==> src/rtl/dec_flow_pkg.sv <==
package dec_flow_pkg;
  typedef enum logic [2:0] {
    ST_IDLE  = 3'd0,
    ST_RUN   = 3'd1,
    ST_BLOCK = 3'd2,
    ST_UNBLK = 3'd3,
    ST_SQSH  = 3'd4
  } dstate_e;
endpackage

==> src/rtl/dec_group_pack.sv <==
// Packs the live slots of one instruction group into the low output slots.
module dec_group_pack #(
  parameter int W      = 4,
  parameter int DATA_W = 16,
  parameter int CNT_W  = $clog2(W + 1)
) (
  input  logic [W*DATA_W-1:0] in_data,
  input  logic [W-1:0]        in_kill,
  input  logic [W-1:0]        in_nosrc,
  input  logic [CNT_W-1:0]    in_cnt,
  output logic [W*DATA_W-1:0] out_data,
  output logic [W-1:0]        out_rdy,
  output logic [CNT_W-1:0]    out_cnt
);
  always_comb begin
    int unsigned k;
    k        = 0;
    out_data = '0;
    out_rdy  = '0;
    for (int i = 0; i < W; i++) begin
      if ((CNT_W'(i) < in_cnt) && !in_kill[i]) begin
        out_data[k*DATA_W +: DATA_W] = in_data[i*DATA_W +: DATA_W];
        out_rdy[k]                   = in_nosrc[i];
        k                            = k + 1;
      end
    end
    out_cnt = CNT_W'(k);
  end
endmodule

==> src/rtl/dec_skid_fifo.sv <==
// FIFO of whole fetch groups with flush and overflow pulse.
module dec_skid_fifo #(
  parameter int GRP_W = 74,
  parameter int DEPTH = 4,
  parameter int LVL_W = $clog2(DEPTH + 1)
) (
  input  logic             clk,
  input  logic             rst_n,
  input  logic             push,
  input  logic             pop,
  input  logic             flush,
  input  logic [GRP_W-1:0] din,
  output logic [GRP_W-1:0] head,
  output logic             empty,
  output logic             one_left,
  output logic             ovf,
  output logic [LVL_W-1:0] level
);
  localparam int PTR_W = (DEPTH > 1) ? $clog2(DEPTH) : 1;

  logic [GRP_W-1:0] mem [DEPTH];
  logic [PTR_W-1:0] wr_ptr, rd_ptr, wr_ptr_nxt, rd_ptr_nxt;
  logic [LVL_W-1:0] level_nxt;
  logic             full, push_ok, pop_ok;

  assign full     = (level == LVL_W'(DEPTH));
  assign empty    = (level == '0);
  assign one_left = (level == LVL_W'(1));
  assign pop_ok   = pop && !empty;
  assign push_ok  = push && (!full || pop_ok);
  assign ovf      = push && full && !pop_ok && !flush;
  assign head     = mem[rd_ptr];

  function automatic logic [PTR_W-1:0] ptr_inc(input logic [PTR_W-1:0] p);
    return (p == PTR_W'(DEPTH - 1)) ? '0 : p + PTR_W'(1);
  endfunction

  always_comb begin
    wr_ptr_nxt = wr_ptr;
    rd_ptr_nxt = rd_ptr;
    level_nxt  = level;
    if (flush) begin
      wr_ptr_nxt = '0;
      rd_ptr_nxt = '0;
      level_nxt  = '0;
    end else begin
      if (push_ok) wr_ptr_nxt = ptr_inc(wr_ptr);
      if (pop_ok)  rd_ptr_nxt = ptr_inc(rd_ptr);
      level_nxt = level + LVL_W'(push_ok) - LVL_W'(pop_ok);
    end
  end

  always_ff @(posedge clk or negedge rst_n) begin
    if (!rst_n) begin
      wr_ptr <= '0;
      rd_ptr <= '0;
      level  <= '0;
    end else begin
      wr_ptr <= wr_ptr_nxt;
      rd_ptr <= rd_ptr_nxt;
      level  <= level_nxt;
    end
  end

  always_ff @(posedge clk) begin
    if (push_ok && !flush) mem[wr_ptr] <= din;
  end
endmodule

==> src/rtl/dec_flow_fsm.sv <==
// Sequencing of normal flow, blocking, draining and squashing.
module dec_flow_fsm
  import dec_flow_pkg::*;
(
  input  logic    clk,
  input  logic    rst_n,
  input  logic    fetch_vld,
  input  logic    any_stall,
  input  logic    cmt_sq,
  input  logic    rob_sq,
  input  logic    buf_empty,
  input  logic    buf_one,
  output dstate_e state,
  output logic    push,
  output logic    pop,
  output logic    flush,
  output logic    from_skid,
  output logic    fwd
);
  dstate_e nxt;

  always_comb begin
    nxt       = state;
    push      = 1'b0;
    pop       = 1'b0;
    flush     = 1'b0;
    from_skid = 1'b0;
    fwd       = 1'b0;
    case (state)
      ST_IDLE, ST_RUN: begin
        if (cmt_sq) begin
          nxt   = ST_SQSH;
          flush = 1'b1;
        end else if (any_stall) begin
          nxt  = ST_BLOCK;
          push = fetch_vld;
        end else if (fetch_vld) begin
          nxt = ST_RUN;
          fwd = 1'b1;
        end
      end
      ST_BLOCK: begin
        if (cmt_sq || rob_sq) begin
          nxt   = ST_SQSH;
          flush = 1'b1;
        end else begin
          push = fetch_vld;
          if (!any_stall)
            nxt = (buf_empty && !fetch_vld) ? ST_RUN : ST_UNBLK;
        end
      end
      ST_UNBLK: begin
        if (cmt_sq) begin
          nxt   = ST_SQSH;
          flush = 1'b1;
        end else if (any_stall) begin
          nxt  = ST_BLOCK;
          push = fetch_vld;
        end else begin
          fwd       = 1'b1;
          from_skid = 1'b1;
          pop       = 1'b1;
          push      = fetch_vld;
          nxt       = (buf_one && !fetch_vld) ? ST_RUN : ST_UNBLK;
        end
      end
      ST_SQSH: begin
        if (!cmt_sq && !rob_sq) nxt = ST_RUN;
        else if (cmt_sq)        flush = 1'b1;
      end
      default: nxt = ST_IDLE;
    endcase
  end

  always_ff @(posedge clk or negedge rst_n) begin
    if (!rst_n) state <= ST_IDLE;
    else        state <= nxt;
  end
endmodule

==> src/rtl/decode_flow_ctrl.sv <==
module decode_flow_ctrl
  import dec_flow_pkg::*;
#(
  parameter int W      = 4,
  parameter int DATA_W = 16,
  parameter int DEPTH  = 4,
  parameter int CNT_W  = $clog2(W + 1)
) (
  input  logic                clk,
  input  logic                rst_n,
  input  logic [W*DATA_W-1:0] fetch_data,
  input  logic [W-1:0]        fetch_kill,
  input  logic [W-1:0]        fetch_nosrc,
  input  logic [CNT_W-1:0]    fetch_cnt,
  input  logic                stall_rename,
  input  logic                stall_exec,
  input  logic                stall_commit,
  input  logic                commit_squash,
  input  logic                rob_squashing,
  output logic [W*DATA_W-1:0] rn_data,
  output logic [W-1:0]        rn_ready,
  output logic [CNT_W-1:0]    rn_cnt,
  output logic                fetch_stall,
  output logic                overflow_err
);
  localparam int D_LSB = 0;
  localparam int K_LSB = W * DATA_W;
  localparam int N_LSB = K_LSB + W;
  localparam int C_LSB = N_LSB + W;
  localparam int GRP_W = C_LSB + CNT_W;
  localparam int LVL_W = $clog2(DEPTH + 1);

  // reset: asynchronous assert, synchronous release
  logic [1:0] rst_pipe;
  logic       rst_ni;
  always_ff @(posedge clk or negedge rst_n) begin
    if (!rst_n) rst_pipe <= 2'b00;
    else        rst_pipe <= {rst_pipe[0], 1'b1};
  end
  assign rst_ni = rst_pipe[1];

  logic [CNT_W-1:0] cnt_clamp;
  logic             fetch_vld, any_stall;
  assign cnt_clamp = (fetch_cnt > CNT_W'(W)) ? CNT_W'(W) : fetch_cnt;
  assign fetch_vld = (cnt_clamp != '0);
  assign any_stall = stall_rename | stall_exec | stall_commit;

  logic [GRP_W-1:0] fetch_grp, head_grp, sel_grp;
  assign fetch_grp = {cnt_clamp, fetch_nosrc, fetch_kill, fetch_data};

  dstate_e          state_q;
  logic             push, pop, flush, from_skid, fwd;
  logic             buf_empty, buf_one, ovf_pulse;
  logic [LVL_W-1:0] buf_level;

  dec_flow_fsm u_fsm (
    .clk       (clk),
    .rst_n     (rst_ni),
    .fetch_vld (fetch_vld),
    .any_stall (any_stall),
    .cmt_sq    (commit_squash),
    .rob_sq    (rob_squashing),
    .buf_empty (buf_empty),
    .buf_one   (buf_one),
    .state     (state_q),
    .push      (push),
    .pop       (pop),
    .flush     (flush),
    .from_skid (from_skid),
    .fwd       (fwd)
  );

  dec_skid_fifo #(.GRP_W(GRP_W), .DEPTH(DEPTH), .LVL_W(LVL_W)) u_skid (
    .clk      (clk),
    .rst_n    (rst_ni),
    .push     (push),
    .pop      (pop),
    .flush    (flush),
    .din      (fetch_grp),
    .head     (head_grp),
    .empty    (buf_empty),
    .one_left (buf_one),
    .ovf      (ovf_pulse),
    .level    (buf_level)
  );

  assign sel_grp = from_skid ? head_grp : fetch_grp;

  logic [W*DATA_W-1:0] pk_data;
  logic [W-1:0]        pk_rdy;
  logic [CNT_W-1:0]    pk_cnt;

  dec_group_pack #(.W(W), .DATA_W(DATA_W), .CNT_W(CNT_W)) u_pack (
    .in_data  (sel_grp[D_LSB +: W*DATA_W]),
    .in_kill  (sel_grp[K_LSB +: W]),
    .in_nosrc (sel_grp[N_LSB +: W]),
    .in_cnt   (sel_grp[C_LSB +: CNT_W]),
    .out_data (pk_data),
    .out_rdy  (pk_rdy),
    .out_cnt  (pk_cnt)
  );

  // output register, payload loads only when a group is forwarded
  always_ff @(posedge clk or negedge rst_ni) begin
    if (!rst_ni) begin
      rn_cnt   <= '0;
      rn_data  <= '0;
      rn_ready <= '0;
    end else begin
      rn_cnt <= fwd ? pk_cnt : '0;
      if (fwd) begin
        rn_data  <= pk_data;
        rn_ready <= pk_rdy;
      end
    end
  end

  always_ff @(posedge clk or negedge rst_ni) begin
    if (!rst_ni)        overflow_err <= 1'b0;
    else if (ovf_pulse) overflow_err <= 1'b1;
  end

  assign fetch_stall = (state_q == ST_BLOCK) || (state_q == ST_UNBLK);
endmodule

==> config.mk <==
export PLATFORM = sky130hd
export DESIGN_NAME = decode_flow_ctrl
export DESIGN_NICKNAME = d
export VERILOG_FILES = /design/src/rtl/dec_flow_pkg.sv /design/src/rtl/dec_group_pack.sv /design/src/rtl/dec_skid_fifo.sv /design/src/rtl/dec_flow_fsm.sv /design/src/rtl/decode_flow_ctrl.sv
export SDC_FILE = /design/constraint.sdc
export NUM_CORES = 1
export LEC_CHECK = 0
export CORE_MARGIN = 2
export CORE_UTILIZATION = 35
export DETAILED_ROUTE_END_ITERATION = 12
export PLACE_DENSITY = 0.58
export SYNTH_ARGS = -nofsm -noshare
export SYNTH_HDL_FRONTEND = slang
export SYNTH_SLANG_ARGS = --single-unit
==> constraint.sdc <==
create_clock -name clk -period 3.5 [get_ports clk]
set_input_delay 0.7 -clock clk [delete_from_list [all_inputs] [get_ports clk]]
set_output_delay 0.7 -clock clk [all_outputs]
set_load 0.005 [all_outputs]
=== Yosys cells after proc, flatten, opt, wreduce, memory -nomap -nowiden ===
Memory sizes are Yosys's and may differ from the RTL's.
Index checks and enable logic that the tools add are counted.
W data, S select, Z words.

* Memory bits (writable): 300
* Memories kept: 1
* Bits of input ports: 82
* Register bits: 84
* Word-level logic and storage cells: 151
* Output and inout bits: 73

{| class="wikitable"
|+ Memories
! memory !! depth !! bits a word !! read ports !! clocked after Yosys merged registers in !! write ports !! RTL line !! text
|-
| u_skid.mem || 4 || 75 || 1 || 0 || 1 || dec_skid_fifo.sv:21 || <nowiki>logic [GRP_W-1:0] mem [DEPTH];</nowiki>
|}

* Muxes and demuxes: 63
* Eq/ne operators: 11
* Reductions and logical operators: 38
* Shift-type cells: 6
* $add $sub $neg: 10
* $lt $le $gt $ge: 11
* Bitwise logic cells: 2

{| class="wikitable"
|+ Operators by type and width
! operator !! count
|-
| $bwmux W64 || 3
|-
| $mux W64 || 3
|-
| $shift A16 B34 Y64 const A || 3
|-
| $shiftx A16 B34 Y64 || 3
|-
| $mux W75 || 1
|-
| $neg A32 Y34 || 2
|-
| $ge A32 B1 Y1 const B || 2
|-
| $lt A32 B3 Y1 const B || 2
|-
| $mux W32 || 2
|-
| $mux W3 || 12
|-
| $neg A5 Y34 || 1
|-
| $add A32 B1 Y32 const B || 1
|-
| $mux W1 || 20
|-
| $logic_and A1 B1 Y1 || 16
|-
| $mux W16 || 1
|-
| $mux W2 || 8
|-
| $bwmux W4 || 3
|-
| $mux W4 || 3
|-
| $pmux W3 S4 || 1
|-
| $logic_not A1 Y1 || 11
|-
| $demux W1 S2 || 3
|-
| $eq A3 B1 Y1 const B || 2
|-
| $eq A3 B2 Y1 const B || 2
|-
| $eq A3 B3 Y1 const B || 2
|-
| 24 further kinds || 34
|}

=== Longest topological paths before layout ===
* Depth in word-level cells: 19
* Depth in mapped cells: 20
* Mapped depth without buffers: 15

=== By module ===
From an unflattened synthesis, not the netlist that was laid out.

* Cell total of the unflattened synthesis: 1001
* Area, all modules: 17206.5 um2

{| class="wikitable"
|+ Modules (own cells, without submodules)
! module !! instances !! area each (um2) !! cells each
|-
| dec_skid_fifo || 1 || 11269.6 || 442
|-
| decode_flow_ctrl || 1 || 3877.5 || 244
|-
| dec_group_pack || 1 || 1742.9 || 278
|-
| dec_flow_fsm || 1 || 316.6 || 37
|}

=== Worst setup path before layout ===
Ideal clock, no wire load.

* Path type: in2reg
* From: input stall_commit
* To: register rn_data[16]
* Arrival time: 4.351 ns
* Required time: 3.396 ns
* Buffers on the path: 6
* Stages on the path: 17
* Slack: -0.955 ns
* Library setup time: 0.104 ns
* Path through: or3_1 buf_2 nor2_1 buf_2 buf_2 buf_2 o32a_1 ha_1 buf_4 xnor2_4 ha_1 ha_1 nor2b_1 nand3b_1 o21a_4 buf_6 a221oi_1

* Longest elaborated chain between the ends: 16

{| class="wikitable"
|+ Ends and longest elaborated chain
! item !! RTL line !! text
|-
| start: declaration || decode_flow_ctrl.sv:17 || <nowiki>input logic stall_commit,</nowiki>
|-
| $or A1 B1 Y1 * || decode_flow_ctrl.sv:46 || <nowiki>assign any_stall = stall_rename | stall_exec | stall_commit;</nowiki>
|-
| $mux W1 || dec_flow_fsm.sv:56 || <nowiki>end else if (any_stall) begin</nowiki>
|-
| $mux W1 || dec_flow_fsm.sv:53 || <nowiki>if (cmt_sq) begin</nowiki>
|-
| $mux W1 || dec_flow_fsm.sv:29 || <nowiki>case (state)</nowiki>
|-
| $mux W75 || decode_flow_ctrl.sv:87 || <nowiki>assign sel_grp = from_skid ? head_grp : fetch_grp;</nowiki>
|-
| $lt A1 B3 Y1 or $logic_not A1 Y1 (tied branches) || dec_group_pack.sv:21 || <nowiki>if ((CNT_W'(i) < in_cnt) && !in_kill[i]) begin</nowiki>
|-
| $logic_and A1 B1 Y1 || dec_group_pack.sv:21 ||
|-
| $mux W1 || dec_group_pack.sv:21 ||
|-
| $add A1 B1 Y2 or $neg A5 Y34 (tied branches) || dec_group_pack.sv:24, dec_group_pack.sv:22 ||
|-
| $mux W32 (tied with other cells) || dec_group_pack.sv:21 ||
|-
| $add A32 B1 Y32 (tied with other cells) || dec_group_pack.sv:24 || <nowiki>k = k + 1;</nowiki>
|-
| $mux W32 (tied with other cells) || dec_group_pack.sv:21 ||
|-
| $neg A32 Y34 or $bwmux W64 (tied branches) || dec_group_pack.sv:22 || <nowiki>out_data[k*DATA_W +: DATA_W] = in_data[i*DATA_W +: DATA_W];</nowiki>
|-
| $shiftx A16 B34 Y64 (tied with other cells) || dec_group_pack.sv:22 ||
|-
| $bwmux W64 || dec_group_pack.sv:22 ||
|-
| $mux W64 || dec_group_pack.sv:21 ||
|-
| end signal: assignment || decode_flow_ctrl.sv:112 || <nowiki>rn_data <= pk_data;</nowiki>
|-
| end: declaration || decode_flow_ctrl.sv:20 || <nowiki>output logic [W*DATA_W-1:0] rn_data,</nowiki>
|}

Mark *: on every way between the ends. The rest lies on a longest branch, timed or not.
A chain may end at the register's enable or synchronous reset.

=== Final worst setup path ===
* From: register u_skid.rd_ptr[0]
* To: register rn_data[15]

* Longest elaborated chain between the ends: 13

{| class="wikitable"
|+ Ends and longest elaborated chain
! item !! RTL line !! text
|-
| start: declaration || dec_skid_fifo.sv:22 || <nowiki>logic [PTR_W-1:0] wr_ptr, rd_ptr, wr_ptr_nxt, rd_ptr_nxt;</nowiki>
|-
| start signal: assignment || dec_skid_fifo.sv:60 || <nowiki>rd_ptr <= rd_ptr_nxt;</nowiki>
|-
| $mem_v2 Z4 W75 * || - ||
|-
| $mux W75 * || decode_flow_ctrl.sv:87 ||
|-
| $lt A1 B3 Y1 or $logic_not A1 Y1 (tied branches) || dec_group_pack.sv:21 ||
|-
| $logic_and A1 B1 Y1 || dec_group_pack.sv:21 ||
|-
| $mux W1 || dec_group_pack.sv:21 ||
|-
| $add A1 B1 Y2 or $neg A5 Y34 (tied branches) || dec_group_pack.sv:24, dec_group_pack.sv:22 ||
|-
| $mux W32 (tied with other cells) || dec_group_pack.sv:21 ||
|-
| $add A32 B1 Y32 (tied with other cells) || dec_group_pack.sv:24 ||
|-
| $mux W32 (tied with other cells) || dec_group_pack.sv:21 ||
|-
| $neg A32 Y34 or $bwmux W64 (tied branches) || dec_group_pack.sv:22 ||
|-
| $shiftx A16 B34 Y64 (tied with other cells) || dec_group_pack.sv:22 ||
|-
| $bwmux W64 || dec_group_pack.sv:22 ||
|-
| $mux W64 * || dec_group_pack.sv:21 ||
|}

Marks and branches as above.

==> impl_table.tex <==
\begin{tabular}{lr}
\hline
Metric & Value \\
\hline
\multicolumn{2}{l}{\textbf{Global routing}} \\
Number of global-route vias before repair & roughly 10000 \\
Maximum number of pins on one net before global-route repair & 51 \\
Initial antenna violation count & 0 \\
First-pass GRT wire length & 66790 um \\
Overall track demand over capacity in global routing & 18.87\% \\
Total congestion overflow & 0 \\
\multicolumn{2}{l}{\textbf{Critical path}} \\
Critical-path maximum fanout & 8 \\
Startpoint Class & flop \\
WS Path Type & reg2reg \\
Endpoint required time on the critical path & 3.97 ns \\
FF-to-FF setup slack & -0.001 ns \\
Data arrival at the endpoint of the critical path & approximately 4 ns \\
Nature of the critical path endpoint & flop \\
\multicolumn{2}{l}{\textbf{Floorplan}} \\
Initial Util & 35.28\% \\
Rows & 79 \\
Die height & 220.2 um \\
Die boundary width & 220.2 um \\
Number of top-level pins & 155 \\
Overall die area & a little under 50000 um\^{}2 \\
Area inside the core boundary & between 40000 and 50000 um\^{}2 \\
\multicolumn{2}{l}{\textbf{Drt}} \\
Final routed DRC violation total & 0 \\
WL final & 45890 um \\
Post-route antenna net violation count & 0 \\
Vias per std cell & 5.338 \\
Via count & 10240 \\
DR WL/cell & 23.91 um \\
DRT iter0 DRCs & 928 \\
Drt first pass iters & 5 \\
\multicolumn{2}{l}{\textbf{Logic synthesis}} \\
Number of register bits inferred by synthesis & 384 \\
Fraction of registers with async set or reset after synthesis & 21.88\% \\
Number of synthesized flops with an enable pin & 300 \\
Dominant register cell in the synthesized netlist & sky130\_fd\_sc\_hd\_\_edfxtp\_1 \\
Cell type contributing the most total cell area after synthesis & sky130\_fd\_sc\_hd\_\_edfxtp\_1 \\
Syn Inst Count & roughly 1000 \\
Syn\_nets & 1121 \\
Average footprint of a synthesized cell & around 16 um\^{}2 \\
Area share of the largest cell type after synthesis & 55.08\% \\
Netlist area before placement & 16360 um\^{}2 \\
Synthesis warning total & 0 \\
Number of distinct library cells after synthesis & 65 \\
Commonest cells post-synth & sky130\_fd\_sc\_hd\_\_edfxtp\_1 (300), sky130\_fd\_sc\_hd\_\_nand2\_1 (97), sky130\_fd\_sc\_hd\_\_dfrtp\_1 (84) \\
Top-count cell post-synth & sky130\_fd\_sc\_hd\_\_edfxtp\_1 \\
Dominant cells by area after synthesis & sky130\_fd\_sc\_hd\_\_edfxtp\_1 (55\%), sky130\_fd\_sc\_hd\_\_dfrtp\_1 (13\%), sky130\_fd\_sc\_hd\_\_mux4\_2 (10\%) \\
Share of the yosys chip area belonging to registers & 67.93\% \\
\multicolumn{2}{l}{\textbf{Placement}} \\
Placer's final routability congestion estimate & around 0.83 \\
I/O Buffers & 154 \\
Worst Setup Slack post-DPL & -0.7592 ns \\
DPL Wire Length & between 30000 and 40000 um \\
\multicolumn{2}{l}{\textbf{CTS}} \\
Clock sink count & $\sim$380 \\
Root buffer cell & sky130\_fd\_sc\_hd\_\_clkbuf\_16 \\
CTS buffer count & 42 \\
Maximum buffer depth of the clock tree & 3 \\
Clock edge transition at the registers on the reported setup and hold paths & about 0.060 ns \\
CTS tree & yes \\
H-tree depth reported by CTS & 2 \\
Clk Latency, worst-skew pair & 0.58 ns \\
\multicolumn{2}{l}{\textbf{Timing}} \\
Number of failing hold endpoints at the final stage & 0 \\
Fin crit period & 3.501 ns \\
Post-layout worst setup margin & -0.001249 ns \\
Period Utilization, post-route & 100.0\% \\
Actual slew at the worst max-slew pin & 0.7549 ns \\
Final Hold Slack & between 0.3 and 0.4 ns \\
Max Clock Freq & roughly 0.29 GHz \\
Normalized max-slew margin & between 40\% and 50\% \\
Clock Skew & 0.02177 ns \\
RSZ-0062 raised after global routing & true \\
Total count of max-transition violations in the final report & 0 \\
Endpoints failing setup & 1 \\
\multicolumn{2}{l}{\textbf{Layout}} \\
Area added between synthesis and finish & 30.34\% \\
Number of diodes added for antenna fixing & 0 \\
Fillers & 4018 \\
Multi-input logic area & 5291 um\^{}2 \\
Share of cells above drive strength 1 & 28.43\% \\
End-of-flow core utilization & 45.99\% \\
Net count, final & 1376 \\
Sequential Area & 11120 um\^{}2 \\
\multicolumn{2}{l}{\textbf{Flow run}} \\
Maxcap violations & 0 \\
\multicolumn{2}{l}{\textbf{Min path}} \\
Min-delay worst type & in2async \\
\multicolumn{2}{l}{\textbf{Power}} \\
Pwr per Cell Area & slightly below 600 nW/um\^{}2 \\
Static Leakage & $\sim$0.0075 uW \\
Worst vdd rail ir drop & 0.3284 mV \\
\multicolumn{2}{l}{\textbf{Status}} \\
Violations in the final reports & negative setup slack \\
Run status & complete, but fails checks \\
\hline
\end{tabular}
==> worst paths after layout <==
| check | end | depth (start not counted) | from |
|---|---|---|---|
| min in group clk | rst_pipe[1] | 0 | rst_pipe[0] |
| hold reg to reg | rst_pipe[1] | 0 | rst_pipe[0] |
| hold / removal | rst_pipe[1] | 1 | rst_n |
| setup reg to reg | rn_data[15] | 15 | u_skid.rd_ptr[0] |
| max in group asynchronous | u_skid.rd_ptr[1] | 1 | rst_pipe[1] |
| setup / recovery | rn_data[15] | 15 | u_skid.rd_ptr[0] |
==> registers in the layout, indices dropped and copies added, names as in the netlist <==
| register | flops |
|---|---|
| u_skid.wr_ptr | 2 |
| rn_cnt | 3 |
| u_skid.mem | 300 |
| rst_pipe | 2 |
| u_skid.rd_ptr | 2 |
| rn_ready | 4 |
| rn_data | 64 |
| u_fsm.state | 3 |
| overflow_err | 1 |
| u_skid.level | 3 |
==> stage by stage <==
step                      setup TNS (ns)  std cells  total power (uW)  instance area, um^2
final                          -0.001249       1919             12660                21320
after global routing              -2.464       1919             13170                21320
after CTS                              0       1911             12740                21180
after detailed placement          -39.50       1824              8343                19660
after global placement            -36.33       1824              8298                19660
after floorplan                   -19.26       1023              6978                16710
==> power breakdown <==
part,switching [uW],leakage [uW],internal [uW]
Clock,1810,0.000680,2530
Combinational,1150,0.00297,1210
Sequential,401,0.00380,5570
==> routing by layer <==
metal,vias up,routed length (um),global-route usage [%]
li1,4543,-,-
met1,5325,19620,25.97
met2,316,22310,30.30
met3,59,2994,4.302
met4,0,967,4.944
met5,-,0,0
==> placed cells by master (no fill, tap or decap), types with 4 or more instances in the layout <==
master / n
sky130_fd_sc_hd__o21ai_2: 14
sky130_fd_sc_hd__nor2b_1: 5
sky130_fd_sc_hd__mux2i_1: 22
sky130_fd_sc_hd__a22oi_1: 16
sky130_fd_sc_hd__clkbuf_16: 44
sky130_fd_sc_hd__and2_4: 5
sky130_fd_sc_hd__a211oi_1: 35
sky130_fd_sc_hd__a221oi_2: 30
sky130_fd_sc_hd__ha_1: 10
sky130_fd_sc_hd__mux2_2: 18
sky130_fd_sc_hd__nor2_1: 69
sky130_fd_sc_hd__a21oi_1: 37
sky130_fd_sc_hd__edfxtp_1: 300
sky130_fd_sc_hd__and3_1: 18
sky130_fd_sc_hd__clkdlybuf4s50_1: 153
sky130_fd_sc_hd__clkbuf_8: 11
sky130_fd_sc_hd__ha_4: 5
sky130_fd_sc_hd__clkinv_1: 4
sky130_fd_sc_hd__nand3_1: 9
sky130_fd_sc_hd__clkbuf_1: 6
sky130_fd_sc_hd__or3_1: 5
sky130_fd_sc_hd__dfrtp_1: 81
sky130_fd_sc_hd__nand2_1: 96
sky130_fd_sc_hd__o21ai_0: 23
sky130_fd_sc_hd__clkinv_2: 8
sky130_fd_sc_hd__buf_12: 18
sky130_fd_sc_hd__buf_4: 98
sky130_fd_sc_hd__mux4_2: 75
sky130_fd_sc_hd__inv_1: 9
==> cell families after synthesis <==
family,Yosys count,share of synthesized area (%)
AOI/OAI and AO/OA,186,8.269
buffers and inverters,78,2.302
adders and majority gates,16,1.270
and+or+nand+nor,238,6.884
xor gates and xnor gates,4,0.3290
muxes,116,13.00
other,1,0.02293
DFF,384,67.93
==> what timing repair did <==
action | 4_1_cts | 5_1_grt
hold buffers | 0 | 0
endpoints found under the setup margin | 43 | 49
gates resized for setup | 11 | 16
pin swaps | 8 | 19
setup buffers | 7 | 9
gates cloned | 2 | 2
endpoints found under the hold margin | 0 | 0
==> critical path, cell delays in order (launching register included) <==
cell	delay [ns]
sky130_fd_sc_hd__dfrtp_4	0.48
sky130_fd_sc_hd__mux4_2	0.56
sky130_fd_sc_hd__or3_4	0.35
sky130_fd_sc_hd__o32a_4	0.21
sky130_fd_sc_hd__ha_4	0.18
sky130_fd_sc_hd__inv_4	0.06
sky130_fd_sc_hd__nand3_4	0.07
sky130_fd_sc_hd__o21ai_4	0.07
sky130_fd_sc_hd__inv_2	0.07
sky130_fd_sc_hd__ha_4	0.16
sky130_fd_sc_hd__ha_4	0.23
sky130_fd_sc_hd__buf_4	0.13
sky130_fd_sc_hd__nor3b_4	0.24
sky130_fd_sc_hd__a21oi_4	0.13
sky130_fd_sc_hd__clkbuf_16	0.22
sky130_fd_sc_hd__a221oi_2	0.24
==> layout make-up <==
cell class | instances | area share, %
inverter | 13 | 0.2524
multi-input combinational | 562 | 24.82
tap | 607 | 3.562
sequential | 384 | 52.17
clock inverter | 19 | 0.6749
clock buffer | 59 | 5.746
timing repair buffer | 275 | 12.78
(Power assumes the default switching activity.)
